### src/rtl/mmt_pkg.sv
package mmt_pkg;
   typedef enum logic [1:0] {
      MMT_INTERVAL = 2'd0,
      MMT_PWM      = 2'd1,
      MMT_CAPTURE  = 2'd2,
      MMT_IDLE     = 2'd3
   } mmt_mode_e;

   localparam int MMT_NFLAGS = 2;
   localparam int MMT_F_OVF  = 0;
   localparam int MMT_F_MC   = 1;
endpackage

### src/rtl/mmt_edge_sync.sv
module mmt_edge_sync #(
   parameter int STAGES = 2
) (
   input  logic clk,
   input  logic rst_n,
   input  logic pin_i,
   input  logic rise_i,
   output logic edge_o
);
   logic [STAGES-1:0] chain_q;
   logic              last_q;
   logic              synced;

   generate
      if (STAGES < 2) begin : g_bad
         $error("mmt_edge_sync: STAGES must be at least 2");
      end
   endgenerate

   assign synced = chain_q[STAGES-1];

   always_ff @(posedge clk or negedge rst_n) begin
      if (!rst_n) begin
         chain_q <= '0;
         last_q  <= 1'b0;
      end else begin
         chain_q <= {chain_q[STAGES-2:0], pin_i};
         last_q  <= synced;
      end
   end

   assign edge_o = rise_i ? (synced & ~last_q) : (~synced & last_q);
endmodule

### src/rtl/mmt_counter.sv
module mmt_counter #(
   parameter int CNT_W = 8
) (
   input  logic             clk,
   input  logic             rst_n,
   input  logic             tick_i,
   input  logic             clr_i,
   input  logic             run_i,
   input  logic             match_clr_i,
   input  logic [CNT_W-1:0] ref_i,
   output logic [CNT_W-1:0] cnt_o,
   output logic             hit_o,
   output logic             top_o
);
   localparam logic [CNT_W-1:0] CNT_TOP = '1;

   logic [CNT_W-1:0] cnt_q;
   logic             live;

   assign live  = tick_i & run_i & ~clr_i;
   assign hit_o = live & (cnt_q == ref_i);
   assign top_o = live & (cnt_q == CNT_TOP);
   assign cnt_o = cnt_q;

   always_ff @(posedge clk or negedge rst_n) begin
      if (!rst_n)                  cnt_q <= '0;
      else if (clr_i)              cnt_q <= '0;
      else if (live) begin
         if (match_clr_i && hit_o) cnt_q <= '0;
         else                      cnt_q <= cnt_q + 1'b1;
      end
   end
endmodule

### src/rtl/mmt_pend_flag.sv
module mmt_pend_flag (
   input  logic clk,
   input  logic rst_n,
   input  logic set_i,
   input  logic ack_i,
   output logic q_o
);
   always_ff @(posedge clk or negedge rst_n) begin
      if (!rst_n) q_o <= 1'b0;
      else        q_o <= set_i | (q_o & ~ack_i);
   end
endmodule

### src/rtl/multimode_timer.sv
module multimode_timer
   import mmt_pkg::*;
#(
   parameter int CNT_W       = 8,
   parameter int SYNC_STAGES = 2
) (
   input  logic             clk,
   input  logic             rst_n,
   input  logic             tick_en,
   input  logic [1:0]       mode_sel,
   input  logic             cnt_clr,
   input  logic             cap_rise,
   input  logic             cap_pin,
   input  logic             wr_en,
   input  logic [CNT_W-1:0] wr_data,
   input  logic             ack_ovf,
   input  logic             ack_mc,
   output logic             tgl_out,
   output logic             pwm_out,
   output logic [CNT_W-1:0] data_q,
   output logic             ovf_pend,
   output logic             mc_pend
);
   generate
      if (CNT_W < 2) begin : g_bad_w
         $error("multimode_timer: CNT_W must be at least 2");
      end
   endgenerate

   mmt_mode_e        mode_q;
   logic             mode_chg;
   logic             clr_any;
   logic [CNT_W-1:0] cnt;
   logic             hit, top;
   logic             edge_now;
   logic             cap_wait_q;
   logic             cap_fire;
   logic             match_evt;
   logic             ovf_evt;
   logic             mc_set;
   logic [MMT_NFLAGS-1:0] flag_set, flag_ack, flag_q;

   assign mode_chg = (mode_sel != mode_q);
   assign clr_any  = cnt_clr | mode_chg;

   always_ff @(posedge clk or negedge rst_n) begin
      if (!rst_n) mode_q <= MMT_INTERVAL;
      else        mode_q <= mmt_mode_e'(mode_sel);
   end

   mmt_counter #(.CNT_W(CNT_W)) u_cnt (
      .clk         (clk),
      .rst_n       (rst_n),
      .tick_i      (tick_en),
      .clr_i       (clr_any),
      .run_i       (mode_q != MMT_IDLE),
      .match_clr_i (mode_q == MMT_INTERVAL),
      .ref_i       (data_q),
      .cnt_o       (cnt),
      .hit_o       (hit),
      .top_o       (top)
   );

   mmt_edge_sync #(.STAGES(SYNC_STAGES)) u_sync (
      .clk    (clk),
      .rst_n  (rst_n),
      .pin_i  (cap_pin),
      .rise_i (cap_rise),
      .edge_o (edge_now)
   );

   // an edge seen between ticks waits for the next tick; one load per edge
   assign cap_fire = (mode_q == MMT_CAPTURE) & tick_en & ~clr_any & (cap_wait_q | edge_now);

   always_ff @(posedge clk or negedge rst_n) begin
      if (!rst_n)                    cap_wait_q <= 1'b0;
      else if (mode_q != MMT_CAPTURE) cap_wait_q <= 1'b0;
      else                           cap_wait_q <= (cap_wait_q | edge_now) & ~cap_fire;
   end

   assign match_evt = hit & (mode_q == MMT_INTERVAL);
   assign ovf_evt   = top & (mode_q == MMT_CAPTURE);
   assign mc_set    = match_evt | cap_fire;

   always_ff @(posedge clk or negedge rst_n) begin
      if (!rst_n)         data_q <= '0;
      else if (cap_fire)  data_q <= cnt;
      else if (wr_en)     data_q <= wr_data;
   end

   always_ff @(posedge clk or negedge rst_n) begin
      if (!rst_n)         tgl_out <= 1'b0;
      else if (match_evt) tgl_out <= ~tgl_out;
   end

   assign pwm_out = (mode_q == MMT_PWM) & (data_q > cnt);

   assign flag_set[MMT_F_OVF] = ovf_evt;
   assign flag_set[MMT_F_MC]  = mc_set;
   assign flag_ack[MMT_F_OVF] = ack_ovf;
   assign flag_ack[MMT_F_MC]  = ack_mc;

   generate
      for (genvar g = 0; g < MMT_NFLAGS; g++) begin : g_flag
         mmt_pend_flag u_flag (
            .clk   (clk),
            .rst_n (rst_n),
            .set_i (flag_set[g]),
            .ack_i (flag_ack[g]),
            .q_o   (flag_q[g])
         );
      end
   endgenerate

   assign ovf_pend = flag_q[MMT_F_OVF];
   assign mc_pend  = flag_q[MMT_F_MC];
endmodule

### config.mk
export PLATFORM = sky130hd
export DESIGN_NAME = multimode_timer
export DESIGN_NICKNAME = d
export VERILOG_FILES = /design/src/rtl/mmt_pkg.sv /design/src/rtl/mmt_edge_sync.sv /design/src/rtl/mmt_counter.sv /design/src/rtl/mmt_pend_flag.sv /design/src/rtl/multimode_timer.sv
export SDC_FILE = /design/constraint.sdc
export NUM_CORES = 1
export LEC_CHECK = 0
export BUFFER_PORTS_ARGS = -buffer_cell sky130_fd_sc_hd__buf_4
export CAP_MARGIN = 5
export CELL_PAD_IN_SITES_DETAIL_PLACEMENT = 2
export CELL_PAD_IN_SITES_GLOBAL_PLACEMENT = 2
export CORE_ASPECT_RATIO = 1.4
export CORE_MARGIN = 2
export CORE_UTILIZATION = 35
export CTS_CLUSTER_DIAMETER = 30
export DETAILED_ROUTE_END_ITERATION = 10
export PLACE_DENSITY = 0.81
export SETUP_SLACK_MARGIN = 0.15
export SLEW_MARGIN = 25
export SYNTH_ARGS = -nofsm -noshare
export SYNTH_HDL_FRONTEND = slang
export SYNTH_SLANG_ARGS = --single-unit
### constraint.sdc
create_clock -name clk -period 6.09 [get_ports clk]
set_clock_uncertainty 0.2 [all_clocks]
set_input_delay 0.3045 -clock clk [delete_from_list [all_inputs] [get_ports clk]]
set_output_delay 0.3045 -clock clk [all_outputs]
set_load 0.005 [all_outputs]
==> out/metrics.cfg <==
[outcome]
outcome=complete, no violations

[place]
dp_slack_ps=3547
port_buffers=30
place_inst=208
dpl.hpwl_um=3095
gp_congestion=0.7940

[cells_and_area]
seq_area_um2=625.6
antennaDiodeCount=0
fin_cells=216
num-nets-final=202
drive_gt1_share_pct=24.28
multiInputGateArea_um2=700.7
synthToLayoutAreaGrowth_pct=26.64
n_fill_cell=438

[cts]
clkTransAtPathRegs_ps=100
clockBufferDepth=2
cts_hold_buf=4
cts_sinks=25
cts-root-buf=clkbuf_8
htreeDepth=1
tritoncts=done
postCtsResizedCells=0
clk_latency_ps=280
cts_setup_buffers=0
cts_buffers=3

[power_and_ir_drop]
power_uw=347.5
ir_worst_vdd_mv=0.1164
sw_frac_of_total_pct=27.14
p_switching_uw=94.31
seqPwrFrac_pct=52.3
intPower_uw=253.2
power.density_nw_per_um2=199.4
p_leak_uw=0.0007837
combinationalPowerShare_pct=17.2
pwr-share-clk_pct=30.5

[synthesis]
ys_types=43
synth_edf_count=0
synth_cells=136
yosysSeqAreaShare_pct=45.45
ys_ff_latch=25
yosysWarnings=0
synthesis.area_um2=1376
postSynthAreaPerCell_um2=10.12
syn-num-nets=164
async_flop_share_pct=100.0
synth_ff_type=dfrtp_1

[sta]
worst_pin_slew_ps=903.7
fmax_mhz=387.3
finalWorstSetupSlack_ps=3508
hold_viol=0
tns_ps=0
slew_viol_final=0
whs_ps=1.899
setup_viol=0
relSlewSlack_pct=39.20
rsz0062_at_grt=false
finalCritPeriodShare_pct=42.40
layout_min_cycle_time_ps=2582

[global_route]
grt_pass1_vias=1336
grt_overflow=0
grt_usage_pct=18.65
grt_max_degree=26
grtUsageMet1_pct=20.42
antenna_found_initial=0
globalRouteMet3Util_pct=2.306
grt_pass1_wl_um=6396
use_met2_pct=35.86
globalRoute.busiestLayer=met2

[die]
die_x_um=57
initial_utilization_pct=35.74
io_pins=31
die_h_um=78.20
num_rows=27
dieArea_um2=4457
core_area_um2=3851

[detailed_routing]
drt_iter0_markers=21
firstDrtPassIters=2
vias_per_cell=5.491
via_count=1186
drc_errors=0
ant_nets=0
wl_um=3920
wl_per_cell_um=18.15

[worst_hold_path]
hold_class=in2reg

[setup_path]
critPathRequiredTime_ps=6060
worst-setup-path-type=reg2reg
crit_path_max_fanout=10
end_kind=register
crit_chain=inv_1 > ha_1 > nand4_1 > nor4_1 > nor2_4 > a21oi_1 > o2bb2ai_1
cp.arrival_ps=2550
critPathLaunchType=register
slowest_delay_ps=780
slowest_stage=nor4_1

[job]
drv_cap=0

[cell usage in the layout, fill, tap and decap left out, drive strengths merged, types with 3 or more instances in the layout]
| master | n |
|---|---|
| a21oi | 10 |
| dfrtp | 25 |
| mux2i | 8 |
| buf | 31 |
| o21ai | 12 |
| nand3 | 5 |
| ha | 9 |
| or3 | 3 |
| inv | 11 |
| nand2 | 12 |
| nor2 | 4 |
| clkbuf | 3 |
| dlygate4sd3 | 4 |
[cell usage after synthesis, types with 2 or more instances]
master,count,area share (%)
ha_1,9,8.2
nand3_1,5,1.8
nand2_1,12,3.3
o21ai_1,3,1.1
inv_1,11,3.0
a21oi_1,9,3.3
dfrtp_1,25,45
mux2i_1,8,5.8
a211oi_1,2,1.1
o21a_1,2,1.1
nor2b_1,2,0.91
nor2_1,3,0.82
a21o_1,2,1.1
xnor2_1,2,1.3
a31oi_1,2,0.91
nand4_1,2,0.91
or3_1,3,1.4
o21ai_0,9,3.3
[sequential cells by signal (all words and copies together), names as in the netlist]
signal	cells
tgl_out	1
u_cnt.cnt_o	8
data_q	8
mode_q	2
cap_wait_q	1
u_sync.last_q	1
g_flag.u_flag.q_o	2
u_sync.chain_q	2
[critical path: cells and delay by family (launching register included)]
| family | cells | cell delay, ps |
|---|---|---|
| AO/OA/AOI/OAI | 2 | 360 |
| buffers and inverters | 1 | 100 |
| flip-flops | 1 | 420 |
| AND/OR/NAND/NOR | 3 | 1090 |
| adder cells (fa/ha/maj) | 1 | 300 |
[power groups by stage]
| stage | clock (uW) | combinational [uW] | sequential (uW) |
|---|---|---|---|
| after floorplan | 0 | 27.1 | 184 |
| after global placement | 0 | 55.2 | 185 |
| after detailed placement | 0 | 59.0 | 185 |
| after CTS | 109 | 61.2 | 182 |
| after global routing | 115 | 66.4 | 183 |
| final | 106 | 59.8 | 182 |
[through the flow]
step | util, % | cell area [um^2]
floorplan | - | 1376
global placement | 42.95 | 1654
detailed placement | 42.95 | 1654
CTS | 45.26 | 1743
global route | 45.26 | 1743
finish | 45.26 | 1743
[final timing paths]
check,from,to,slack (ps),cells after the start
setup / recovery,u_cnt.cnt_o[6],u_cnt.cnt_o[7],3510,7
hold / removal,ack_ovf,g_flag[0].u_flag.q_o,2,2
setup reg to reg,u_cnt.cnt_o[6],u_cnt.cnt_o[7],3510,7
hold reg to reg,u_sync.chain_q[0],u_sync.chain_q[1],160,0
max in group asynchronous,rst_n,data_q[3],5160,2
min in group asynchronous,rst_n,data_q[6],260,2
[kinds of logic (layout without fill, tap and decap cells)]
logic type	after synthesis	after routing	synth area share [%]
simple gates	41	41	17.73
compound gates	36	36	16.45
flops	25	25	45.45
buf+inv	13	50	3.636
fa+ha+maj	9	9	8.182
mux	9	9	6.637
xor+xnor	3	3	1.909
[layer usage]
metal | routed length (um) | up-vias
li1 | - | 562
met1 | 1520 | 598
met2 | 2213 | 21
met3 | 126 | 5
met4 | 60 | 0
met5 | 0 | -
[final cells by class]
class                      count  area share (%)
inverter                      11           2.369
clock buffer                   3           2.369
tap                           43           3.087
timing repair buffer          35           15.65
multi-input combinational     98           40.20
sequential                    25           35.89
clock inverter                 1          0.4307
Note: power is estimated with default switching activity, not from simulation.
